**config.mk**
```make
export PLATFORM = sky130hd
export DESIGN_NAME = statlink_rx
export DESIGN_NICKNAME = d
export VERILOG_FILES = /design/src/rtl/statlink_pkg.sv /design/src/rtl/statlink_dp.sv /design/src/rtl/statlink_ctrl.sv /design/src/rtl/statlink_rx.sv
export SDC_FILE = /design/constraint.sdc
export NUM_CORES = 1
export LEC_CHECK = 0
export CAP_MARGIN = 20
export CORE_ASPECT_RATIO = 1.25
export CORE_MARGIN = 5
export CORE_UTILIZATION = 30
export CTS_CLUSTER_SIZE = 40
export DETAILED_ROUTE_END_ITERATION = 16
export MAX_ROUTING_LAYER = met4
export SETUP_SLACK_MARGIN = 0.3
export SLEW_MARGIN = 5
export SYNTH_ARGS = -nofsm -noshare
export SYNTH_HDL_FRONTEND = slang
export SYNTH_HIERARCHICAL = 1
export SYNTH_SLANG_ARGS = --single-unit
```
**constraint.sdc**
```tcl
create_clock -name clk -period 3.1 [get_ports clk]
set_input_delay 0.62 -clock clk [delete_from_list [all_inputs] [get_ports clk]]
set_output_delay 0.62 -clock clk [all_outputs]
set_load 0.01 [all_outputs]
```
**src/rtl/statlink_pkg.sv**
```systemverilog
package statlink_pkg;

  typedef enum logic [1:0] {
    ST_IDLE    = 2'd0,
    ST_STANDBY = 2'd1,
    ST_ACK     = 2'd2
  } linkState_e;

  typedef struct packed {
    logic captureGrade;
    logic bumpError;
    logic setShutdown;
  } ctrlStrobe_t;

  localparam logic [2:0] CODE_NULL = 3'b000;
  localparam logic [2:0] CODE_ONES = 3'b111;

  function automatic logic isData(input logic [2:0] code);
    return (code != CODE_NULL) && (code != CODE_ONES);
  endfunction

endpackage

```
**src/rtl/statlink_dp.sv**
```systemverilog
module statlink_dp
  import statlink_pkg::*;
#(
  parameter int SYNC_STAGES = 2,
  parameter int STABLE_CYC  = 4,
  parameter int SHORT_MIN   = 8,
  parameter int LONG_MIN    = 64,
  parameter int ERR_W       = 8
) (
  input  logic             clk,
  input  logic             rstN,
  input  logic [2:0]       linkIn,
  input  logic             clrShutdown,
  input  ctrlStrobe_t      strobe,
  output logic [2:0]       filtCode,
  output logic [2:0]       nextCode,
  output logic             loadFilt,
  output logic             shortDone,
  output logic             longDone,
  output logic [2:0]       grade,
  output logic             gradeValid,
  output logic             shutdownReq,
  output logic [ERR_W-1:0] errCount
);

  localparam int STAB_W = $clog2(STABLE_CYC + 1);
  localparam int RUN_W  = $clog2(LONG_MIN + 1);
  localparam logic [STAB_W-1:0] STAB_LAST = STAB_W'(STABLE_CYC - 1);
  localparam logic [RUN_W-1:0]  RUN_SHORT = RUN_W'(SHORT_MIN);
  localparam logic [RUN_W-1:0]  RUN_LONG  = RUN_W'(LONG_MIN);
  localparam logic [ERR_W-1:0]  ERR_MAX   = '1;

  // synchronizer chain
  logic [2:0] syncStage [SYNC_STAGES];
  generate
    for (genvar gi = 0; gi < SYNC_STAGES; gi++) begin : g_sync
      always_ff @(posedge clk) begin
        if (!rstN) syncStage[gi] <= CODE_NULL;
        else if (gi == 0) syncStage[gi] <= linkIn;
        else syncStage[gi] <= syncStage[(gi == 0) ? 0 : gi - 1];
      end
    end
  endgenerate

  logic [2:0] inSync;
  assign inSync = syncStage[SYNC_STAGES-1];

  // stability filter
  logic [2:0]        candCode;
  logic [STAB_W-1:0] stabCnt;

  assign nextCode = candCode;
  assign loadFilt = (inSync == candCode) && (stabCnt == STAB_LAST)
                    && (filtCode != candCode);

  always_ff @(posedge clk) begin
    if (!rstN) begin
      candCode <= CODE_NULL;
      stabCnt  <= '0;
      filtCode <= CODE_NULL;
    end else if (inSync != candCode) begin
      candCode <= inSync;
      stabCnt  <= '0;
    end else if (stabCnt != STAB_LAST) begin
      stabCnt <= stabCnt + 1'b1;
    end else if (loadFilt) begin
      filtCode <= candCode;
    end
  end

  // all-ones run-length meter
  logic [RUN_W-1:0] onesRun;
  logic             leavingOnes;

  assign leavingOnes = loadFilt && (filtCode == CODE_ONES);
  assign shortDone   = leavingOnes && (onesRun >= RUN_SHORT) && (onesRun < RUN_LONG);
  assign longDone    = leavingOnes && (onesRun >= RUN_LONG);

  always_ff @(posedge clk) begin
    if (!rstN || loadFilt) onesRun <= '0;
    else if (filtCode == CODE_ONES && onesRun != RUN_LONG) onesRun <= onesRun + 1'b1;
  end

  // result registers
  always_ff @(posedge clk) begin
    if (!rstN) begin
      grade       <= CODE_NULL;
      gradeValid  <= 1'b0;
      shutdownReq <= 1'b0;
      errCount    <= '0;
    end else begin
      gradeValid <= strobe.captureGrade;
      if (strobe.captureGrade) grade <= filtCode;
      if (strobe.setShutdown) shutdownReq <= 1'b1;
      else if (clrShutdown) shutdownReq <= 1'b0;
      if (strobe.bumpError && errCount != ERR_MAX) errCount <= errCount + 1'b1;
    end
  end

endmodule

```
**src/rtl/statlink_ctrl.sv**
```systemverilog
module statlink_ctrl
  import statlink_pkg::*;
(
  input  logic        clk,
  input  logic        rstN,
  input  logic [2:0]  filtCode,
  input  logic [2:0]  nextCode,
  input  logic        loadFilt,
  input  logic        shortDone,
  input  logic        longDone,
  output ctrlStrobe_t strobe,
  output logic        ackActive
);

  linkState_e state, stateNext;

  always_comb begin
    stateNext           = state;
    strobe              = '0;
    strobe.setShutdown  = longDone;
    unique case (state)
      ST_IDLE: begin
        if (shortDone) stateNext = ST_STANDBY;
        else if (loadFilt && isData(nextCode)) strobe.bumpError = 1'b1;
      end
      ST_STANDBY: begin
        if (isData(filtCode)) begin
          strobe.captureGrade = 1'b1;
          stateNext           = ST_ACK;
        end else if (filtCode == CODE_NULL) begin
          stateNext = ST_IDLE;
        end
      end
      ST_ACK: begin
        if (filtCode == CODE_NULL) stateNext = ST_IDLE;
      end
      default: stateNext = ST_IDLE;
    endcase
  end

  always_ff @(posedge clk) begin
    if (!rstN) state <= ST_IDLE;
    else state <= stateNext;
  end

  assign ackActive = (state == ST_ACK);

endmodule

```
**src/rtl/statlink_rx.sv**
```systemverilog
module statlink_rx
  import statlink_pkg::*;
#(
  parameter int SYNC_STAGES = 2,
  parameter int STABLE_CYC  = 4,
  parameter int SHORT_MIN   = 8,
  parameter int LONG_MIN    = 64,
  parameter int ERR_W       = 8
) (
  input  logic             clk,
  input  logic             rstN,
  input  logic [2:0]       linkIn,
  input  logic             clrShutdown,
  output logic [2:0]       linkOut,
  output logic [2:0]       grade,
  output logic             gradeValid,
  output logic             shutdownReq,
  output logic [ERR_W-1:0] errCount
);

  ctrlStrobe_t strobe;
  logic [2:0]  filtCode, nextCode;
  logic        loadFilt, shortDone, longDone, ackActive;

  statlink_dp #(
    .SYNC_STAGES(SYNC_STAGES), .STABLE_CYC(STABLE_CYC),
    .SHORT_MIN(SHORT_MIN), .LONG_MIN(LONG_MIN), .ERR_W(ERR_W)
  ) u_dp (
    .clk(clk), .rstN(rstN), .linkIn(linkIn), .clrShutdown(clrShutdown),
    .strobe(strobe), .filtCode(filtCode), .nextCode(nextCode),
    .loadFilt(loadFilt), .shortDone(shortDone), .longDone(longDone),
    .grade(grade), .gradeValid(gradeValid), .shutdownReq(shutdownReq),
    .errCount(errCount)
  );

  statlink_ctrl u_ctrl (
    .clk(clk), .rstN(rstN), .filtCode(filtCode), .nextCode(nextCode),
    .loadFilt(loadFilt), .shortDone(shortDone), .longDone(longDone),
    .strobe(strobe), .ackActive(ackActive)
  );

  assign linkOut = ackActive ? CODE_ONES : CODE_NULL;

endmodule

```
==> results of run 1 <==
sequential cells by signal, indices dropped and copies added (netlist names):
| register | cells |
|---|---|
| u_ctrl/state | 2 |
| u_dp/onesRun | 7 |
| u_dp/errCount | 8 |
| u_dp/nextCode | 3 |
| u_dp/filtCode | 3 |
| u_dp/gradeValid | 1 |
| u_dp/grade | 3 |
| u_dp/shutdownReq | 1 |
| u_dp/syncStage | 6 |
| u_dp/stabCnt | 3 |
worst max path at each step:
stage,to,slack (ns),cells after the start
after floorplan,u_dp/errCount[7],0.47,11
after global placement,u_dp/errCount[7],0.35,11
after detailed placement,u_dp/errCount[7],0.28,10
after CTS,u_dp/errCount[7],0.32,11
after global routing,u_dp/errCount[7],0.31,11
final,u_dp/errCount[7],0.47,11
cell usage after synthesis, types with 2 or more instances:
library cell / instances
mux2i_1: 9
a41o_2: 2
buf_4: 5
nor2b_1: 7
and3_1: 5
nand4_1: 4
o21ai_0: 2
xor2_1: 10
a21oi_1: 4
nand3_1: 4
nor2_1: 12
nand2_1: 7
and2_1: 15
nor3_1: 4
xnor2_1: 6
inv_1: 7
ha_1: 5
dfxtp_1: 37
clkbuf_1: 2
nor3_4: 2
cell type report:
cell class | count | area, um2 | area share (%)
Clock buffer | 6 | 72.6 | 3.36
Clock inverter | 2 | 10.0 | 0.463
Inverter | 7 | 26.3 | 1.22
Multi-Input combinational cell | 120 | 970 | 44.8
Sequential cell | 37 | 746 | 34.5
Tap cell | 66 | 82.6 | 3.82
Timing Repair Buffer | 27 | 255 | 11.8
cells by family (layout without fill, tap and decap cells):
kind of cell / count (synthesis) / after routing / synth area share (%)
mux: 9 / 9 / 5.14
buf+inv: 14 / 42 / 4.07
xor+xnor: 16 / 16 / 7.99
flops: 37 / 37 / 42.3
compound gates: 18 / 18 / 9.14
simple gates: 72 / 72 / 27.8
fa+ha+maj: 5 / 5 / 3.57
repair_timing:
item	4_1_cts	5_1_grt
buffers inserted	0	3
pin swaps	1	2
gates resized for setup	3	6
endpoints found under the setup margin	1	4
layer usage:
metal | part of all wire, % | global-route usage (%) | routed length [um] | up-vias
met3 | 5.5 | 3.50 | 178 | 7
met5 | 0 | - | 0 | -
met2 | 45 | 15.6 | 1430 | 37
met4 | 2.9 | 4.96 | 93 | 0
met1 | 47 | 11.6 | 1510 | 590
li1 | - | - | - | 645
power groups by stage:
stage	combinational, mW	clock (mW)	sequential (mW)
final	0.0433	0.318	0.488
after global routing	0.0481	0.351	0.488
after CTS	0.0410	0.333	0.487
after detailed placement	0.0401	0	0.498
after global placement	0.0394	0	0.498
after floorplan	0.0270	0	0.497
==> results by group, run 1 <==
Synth
  • Syn avg cell area: 10.3 um2
  • Cell Area, Synth: 1750 um2
  • Predominant post-synthesis flop cell: dfxtp_1
  • Post-synthesis cell type count: 42
  • Post-synthesis sequential area ratio: 42.3%
  • Cells after synthesis: 171
  • Syn nets: 182
  • Largest cells by area after synthesis: dfxtp_1 42%, and2_1 5.4%, mux2i_1 5.1%, xor2_1 5.0%, ha_1 3.6%
  • Post-synthesis register bit count: 37
  • EDFF count, synth: 0
  • Yosys top cell area share: 42.3%
  • Synth async-reset ratio: 0%
  • YS warnings: 6
  • Yosys top cell by area: dfxtp_1

Power
  • Power per standard cell area: 393 nW/um2
  • Leakage: 0.837 nW
  • Sw frac: 22.3%
  • Internal power consumption: 0.660 mW
  • Max IR drop VDD: 212 uV
  • P_sw: 0.189 mW
  • Pwr Total: 0.849 mW
  • Clock power share: 37.5%
  • Sequential fraction of design power: 57.4%
  • Logic pwr share: 5.1%

Critical path
  • Worst Path Max Fanout: 5
  • Worst R2R End: u_dp/errCount[7]
  • R2r worst-path depth: 11
  • Flop2flop setup slack: 0.47 ns
  • Critical Path Source: u_dp/stabCnt[0]
  • Cell chain of the critical path: ha_1 > ha_2 > nand4_4 > nor2_4 > nor4b_4 > or4b_4 > nor3_4 > nand4_4 > a2111oi_4 > xor2_1 > and2_1
  • Slowest stage delay, CP: 0.51 ns
  • Cell mode on critical path: nand4_4
  • CP bufs+invs: 0
  • Critical path launch point type: flip-flop
  • Worst path slowest cell: or4b_4
  • WP data required: 3.28 ns
  • CP top delay family: simple AND/OR/NAND/NOR gates
  • Kind of critical path: flip-flop to flip-flop
  • R2R Path Start: u_dp/stabCnt[0]
  • Crit path arrival time: 2.82 ns
  • CP endpoint kind: flip-flop

GRT
  • First-pass GRT wire length: 5.76 mm
  • Largest net degree at the start of global routing: 13
  • Gr usage total: 10.0%
  • Initial antenna violation count: 0
  • GRT overflow: 0
  • Vias in the first global route: 1271

Timing
  • Endpoints failing setup: 0
  • Fin Clk Skew: 0.00167 ns
  • Slew headroom: 37.5%
  • Max Slew Vio Count: 0
  • Unrepaired setup endpoints after global routing: no
  • Fin worst setup slack: 0.466 ns
  • Fmax: 0.380 GHz
  • Final period util: 85.0%
  • Worst-Margin Slew: 0.925 ns
  • Tmin final: 2.63 ns
  • Final Hold Fails: 0
  • Worst hold slack: 0.435 ns
  • Setup TNS: 0 ns

Clock network
  • Clock sinks: 37
  • H-tree depth: 2
  • CTS buffer count: 5
  • Clock Path Buffers: 2
  • Hold buffer count at cts: 0
  • CTS tree: done
  • Worst-path clk slew: 0.07 ns
  • Clk root buf: clkbuf_8
  • Clock insertion delay at the later pin of the skew report: 0.28 ns

Die
  • Io pins: 22
  • Die ar.: 7480 um2
  • Die width: 78.4 um
  • Die height: 95.5 um
  • # rows: 31
  • Initial Utilization: 30.5%
  • CORE AREA: 5740 um2

Layout
  • Commonest non-fill, non-tap cell in the layout: dfxtp_1
  • Final Cell Area: 2160 um2
  • Share of layout cells above drive strength 1: 18.6%
  • Fillers: 597
  • Net count reported at finish: 209
  • Commonest cells after routing, fill and taps aside: 33 x dfxtp_1, 21 x clkdlybuf4s50_1, 15 x and2_1, 12 x nor2_1, 10 x xor2_1
  • Final Util: 37.7%
  • Final non-filler cell total: 265
  • ANT cells: 0
  • Area Overhead vs Synth: 23.3%

Place
  • DP Area: 2020 um2
  • Hpwl dp: 2.29 mm
  • Gpl congestion: 0.719
  • Placed cell count: 254
  • Post-Place Worst Slack: 0.284 ns
  • Number of port buffers: 21

Min path
  • Hold path cells: 1
  • Hold Path Class: flip-flop to flip-flop
  • Hold path start: u_dp/syncStage[0][2]
  • Hold Path End: u_dp/syncStage[1][2]

Route
  • Routed wire length: 3.22 mm
  • Residual DRC count: 0
  • Post-DR wirelength/cell: 12.1 um
  • Vias: 1279
  • Via-to-Cell Ratio: 4.83
  • Post-route ant nets: 0
  • 1st-pass router iterations: 4
  • DR iter-0 viols: 58

Run status
  • Status: finished clean

Flow run
  • # Max-Cap Violations: 0
(Power assumes the default switching activity.)
==> run 2: changes to the inputs <==
Clock period 3.1 ns to 2.1 ns, I/O delays scaled along.
==> results by group, run 2 (synthesis results as in run 1) <==
Place
  • Post-Place Worst Slack: -0.422 ns
  • Placed cell count: 273
  • Hpwl dp: 2.44 mm
  • Number of port buffers: 21
  • Gpl congestion: 0.801
  • DP Area: 2200 um2

Clock network
  • Clock sinks: 37
  • Clk root buf: clkbuf_8
  • CTS buffer count: 5
  • CTS tree: done
  • Hold buffer count at cts: 0
  • Clock Path Buffers: 2
  • H-tree depth: 2
  • Worst-path clk slew: 0.07 ns
  • Clock insertion delay at the later pin of the skew report: 0.28 ns

Critical path
  • CP endpoint kind: flip-flop
  • Flop2flop setup slack: -0.34 ns
  • Worst Path Max Fanout: 4
  • Critical path launch point type: flip-flop
  • CP top delay family: simple AND/OR/NAND/NOR gates
  • Critical Path Source: u_dp/nextCode[1]
  • CP Depth: 10
  • Worst R2R End: u_dp/errCount[7]
  • Slowest stage delay, CP: 0.50 ns
  • CP bufs+invs: 0
  • Kind of critical path: flip-flop to flip-flop
  • WP data required: 2.28 ns
  • Worst path slowest cell: or4b_4
  • Worst setup path end: u_dp/errCount[7]
  • Cell chain of the critical path: xor2_1 > nor3_4 > nor2_4 > nor4b_4 > or4b_4 > nor3_4 > nand4_4 > a2111oi_4 > xor2_1 > and2_1
  • Crit path arrival time: 2.62 ns
  • R2r worst-path depth: 10
  • R2R Path Start: u_dp/nextCode[1]

Flow run
  • # Max-Cap Violations: 0

Die
  • CORE AREA: 5740 um2
  • Die width: 78.4 um
  • # rows: 31
  • Die height: 95.5 um
  • Initial Utilization: 30.5%
  • Die ar.: 7480 um2
  • Io pins: 22

Layout
  • Share of layout cells above drive strength 1: 29.8%
  • Most flops, register: u_dp/errCount
  • Final Util: 41.4%
  • Fillers: 589
  • Area Overhead vs Synth: 35.5%
  • Max reg flops: 8
  • Net count reported at finish: 228
  • Commonest cells after routing, fill and taps aside: 29 x dfxtp_1, 24 x buf_4, 18 x clkdlybuf4s50_1, 14 x and2_1, 12 x nor2_1
  • Final non-filler cell total: 284
  • Biggest regs: u_dp/errCount: 8 flops, u_dp/onesRun: 7 flops, u_dp/syncStage: 6 flops
  • Commonest non-fill, non-tap cell in the layout: dfxtp_1
  • Final Cell Area: 2380 um2
  • ANT cells: 0

GRT
  • GRT overflow: 0
  • First-pass GRT wire length: 5.82 mm
  • Largest net degree at the start of global routing: 29
  • Gr usage total: 10.1%
  • Vias in the first global route: 1280
  • Initial antenna violation count: 0

Timing
  • Fin worst setup slack: -0.340 ns
  • Final Hold Fails: 0
  • Max Slew Vio Count: 0
  • Worst-Margin Slew: 0.346 ns
  • Fmax: 0.410 GHz
  • Unrepaired setup endpoints after global routing: yes
  • Final period util: 116%
  • Setup TNS: -2.12 ns
  • Slew headroom: 76.7%
  • Worst hold slack: 0.440 ns
  • Tmin final: 2.44 ns
  • Endpoints failing setup: 8
  • Fin Clk Skew: 0.00390 ns

Route
  • Via-to-Cell Ratio: 4.64
  • Post-route ant nets: 0
  • Routed wire length: 3.38 mm
  • DR iter-0 viols: 31
  • 1st-pass router iterations: 4
  • Post-DR wirelength/cell: 11.9 um
  • Vias: 1319
  • Residual DRC count: 0

Power
  • Pwr Total: 1.43 mW
  • Max IR drop VDD: 287 uV
  • Leakage: 0.966 nW
  • Power per standard cell area: 602 nW/um2

Run status
  • Failing checks: negative setup slack
  • Status: complete, but fails checks

Min path
  • Hold Path Class: flip-flop to flip-flop
run 2: worst min path at each step:
stage                               from              endpoint  cells past startpoint
floorplan           u_dp/syncStage[0][0]  u_dp/syncStage[1][0]                      1
global placement    u_dp/syncStage[0][2]  u_dp/syncStage[1][2]                      1
detailed placement  u_dp/syncStage[0][1]  u_dp/syncStage[1][1]                      1
CTS                 u_dp/syncStage[0][1]  u_dp/syncStage[1][1]                      1
global route        u_dp/syncStage[0][1]  u_dp/syncStage[1][1]                      1
finish              u_dp/syncStage[0][2]  u_dp/syncStage[1][2]                      1
run 2: layer usage:
metal	track usage [%]	share of wire, %	vias up
met3	1.51	2.3	5
met2	16.4	47	24
li1	-	-	685
met1	11.8	48	605
met4	6.12	2.5	0
met5	-	0	-
run 2: report_power, final:
part           internal [mW]  total, mW  switching (mW)  leakage [nW]
clock                  0.386      0.638           0.252        0.0574
combinational         0.0399     0.0730          0.0332         0.605
sequential             0.712      0.719         0.00627         0.304
total                   1.14       1.43           0.291         0.966
run 2: cell type report:
cell class	count	area, um2	area share [%]
inverters	7	26.3	1.11
well taps	66	82.6	3.48
multi-input cells	120	990	41.7
clock inverters	2	37.5	1.58
flip-flops and latches	37	751	31.6
clock buffers	6	82.6	3.48
repair buffers	46	407	17.1
run 2: repair_timing:
item / CTS / global route
cloned: 0 / 0
endpoints found under the setup margin: 11 / 12
resized for setup: 9 / 7
buffers inserted: 0 / 3
pin swaps: 1 / 2
==> run 3: changes to the inputs <==
Settings changed: CTS_BUF_LIST set to sky130_fd_sc_hd__clkbuf_16, CTS_CLUSTER_DIAMETER set to 80.
==> results by group, run 3 (synthesis results as in run 1) <==
Run status
  • Status: complete, but fails checks
  • Failing checks: negative setup slack

Timing
  • Slew headroom: 76.7%
  • Max Slew Vio Count: 0
  • Final Hold Fails: 0
  • Fmax: 0.410 GHz
  • Setup TNS: -2.10 ns
  • Worst-Margin Slew: 0.347 ns
  • Final period util: 116%
  • Worst hold slack: 0.435 ns
  • Fin worst setup slack: -0.339 ns
  • Fin Clk Skew: 0.00550 ns
  • Tmin final: 2.44 ns
  • Endpoints failing setup: 8
  • Unrepaired setup endpoints after global routing: yes

Route
  • Post-route ant nets: 0
  • Post-DR wirelength/cell: 12.0 um
  • Routed wire length: 3.41 mm
  • Via-to-Cell Ratio: 4.65
  • WL met1: 1.65 mm
  • Max layer used: met4
  • Met2 wire len: 1.59 mm
  • Residual DRC count: 0
  • Met3 routed WL: 97 um
  • DR iter-0 viols: 26
  • Vias: 1322
  • 1st-pass router iterations: 4

Layout
  • Commonest non-fill, non-tap cell in the layout: dfxtp_1
  • Max reg flops: 8
  • Biggest regs: u_dp/errCount: 8 flops, u_dp/onesRun: 7 flops, u_dp/syncStage: 6 flops
  • Most flops, register: u_dp/errCount
  • Net count reported at finish: 228
  • Share of layout cells above drive strength 1: 28.0%
  • Area Overhead vs Synth: 38.0%
  • Final Util: 42.1%
  • Final Cell Area: 2420 um2
  • Commonest cells after routing, fill and taps aside: 32 x dfxtp_1, 24 x buf_4, 18 x clkdlybuf4s50_1, 14 x and2_1, 12 x nor2_1
  • ANT cells: 0
  • Final non-filler cell total: 284

Critical path
  • Crit path arrival time: 2.61 ns
  • Kind of critical path: flip-flop to flip-flop
  • Critical Path Source: u_dp/nextCode[1]
  • Critical path launch point type: flip-flop
  • WP data required: 2.27 ns
  • Worst Path Max Fanout: 4
  • CP Depth: 10
  • R2r worst-path depth: 10
  • Cell chain of the critical path: xor2_1 > nor3_4 > nor2_4 > nor4b_4 > or4b_4 > nor3_4 > nand4_4 > a2111oi_4 > xor2_1 > and2_1
  • Worst path slowest cell: or4b_4
  • Slowest stage delay, CP: 0.50 ns
  • CP top delay family: simple AND/OR/NAND/NOR gates
  • Worst setup path end: u_dp/errCount[7]
  • CP endpoint kind: flip-flop
  • Worst R2R End: u_dp/errCount[7]
  • CP bufs+invs: 0
  • Flop2flop setup slack: -0.34 ns
  • R2R Path Start: u_dp/nextCode[1]

Power
  • Clock power share: 51.4%
  • Max IR drop VDD: 327 uV
  • Power per standard cell area: 674 nW/um2
  • Pwr Total: 1.63 mW
  • Sw frac: 19.7%
  • Leakage: 0.985 nW
  • Internal power consumption: 1.31 mW
  • Sequential fraction of design power: 44.1%
  • Logic pwr share: 4.5%
  • P_sw: 0.322 mW

Min path
  • Hold path start: u_dp/syncStage[0][0]
  • Hold Path Class: flip-flop to flip-flop
  • Hold path cells: 1

Die
  • Die height: 95.5 um
  • Die width: 78.4 um
  • Initial Utilization: 30.5%
  • Io pins: 22
  • # rows: 31
  • Die ar.: 7480 um2
  • CORE AREA: 5740 um2

Clock network
  • CTS buffer count: 5
  • Clock insertion delay at the later pin of the skew report: 0.28 ns
  • Clk root buf: clkbuf_16
  • Clock sinks: 37
  • Clock Path Buffers: 2
  • CTS tree: done
  • H-tree depth: 2
  • Worst-path clk slew: 0.06 ns

Place
  • Placed cell count: 273
  • Hpwl dp: 2.44 mm
  • Post-Place Worst Slack: -0.422 ns
  • Number of port buffers: 21
  • Gpl congestion: 0.801
  • DP Area: 2200 um2

GRT
  • Largest net degree at the start of global routing: 29
  • Gr usage total: 10.2%
  • Initial antenna violation count: 0
  • Vias in the first global route: 1280
  • First-pass GRT wire length: 5.82 mm
  • GRT overflow: 0

Flow run
  • # Max-Cap Violations: 0
-- run 3: cell count changes in the layout (fill, tap and decap cells not counted) --
cell / previous run / this run
clkinv_1: 0 / 1
dfxtp_1: 29 / 32
clkbuf_8: 6 / 0
dfxtp_2: 8 / 5
clkbuf_16: 0 / 5
-- run 3: how the worst min path moves through the flow --
stage	to	slack (ns)
after floorplan	u_dp/syncStage[1][0]	0.41
after global placement	u_dp/syncStage[1][2]	0.42
after detailed placement	u_dp/syncStage[1][1]	0.42
after CTS	u_dp/syncStage[1][1]	0.44
after global routing	u_dp/syncStage[1][1]	0.44
final	u_dp/syncStage[1][0]	0.43
-- run 3: layer usage --
layer  vias up  global-route usage, %
li1        682                      -
met1       613                   11.8
met2        22                   16.4
met3         5                   2.65
met4         0                   5.25
met5         -                      -
-- run 3: repair_timing --
action | 4_1_cts | 5_1_grt
pin swaps | 1 | 2
setup buffers | 0 | 3
endpoints found under the setup margin | 11 | 9
hold buffers | 0 | 0
resized for setup | 9 | 4
-- run 3: area by class of cell --
cell class,count,area [um2]
Timing Repair Buffer,46,407
Tap cell,66,82.6
Fill cell,575,3320
Inverter,7,26.3
Clock inverter,3,41.3
Clock buffer,5,125
Multi-Input combinational cell,120,990
Sequential cell,37,747
-- run 3: power by group through the flow --
stage | sequential (mW) | clock (mW) | combinational, mW
2_1_floorplan | 0.734 | 0 | 0.0410
3_3_place_gp | 0.734 | 0 | 0.0723
3_5_place_dp | 0.735 | 0 | 0.0734
4_1_cts | 0.720 | 0.862 | 0.0743
5_1_grt | 0.721 | 0.878 | 0.0808
6_report | 0.720 | 0.838 | 0.0732
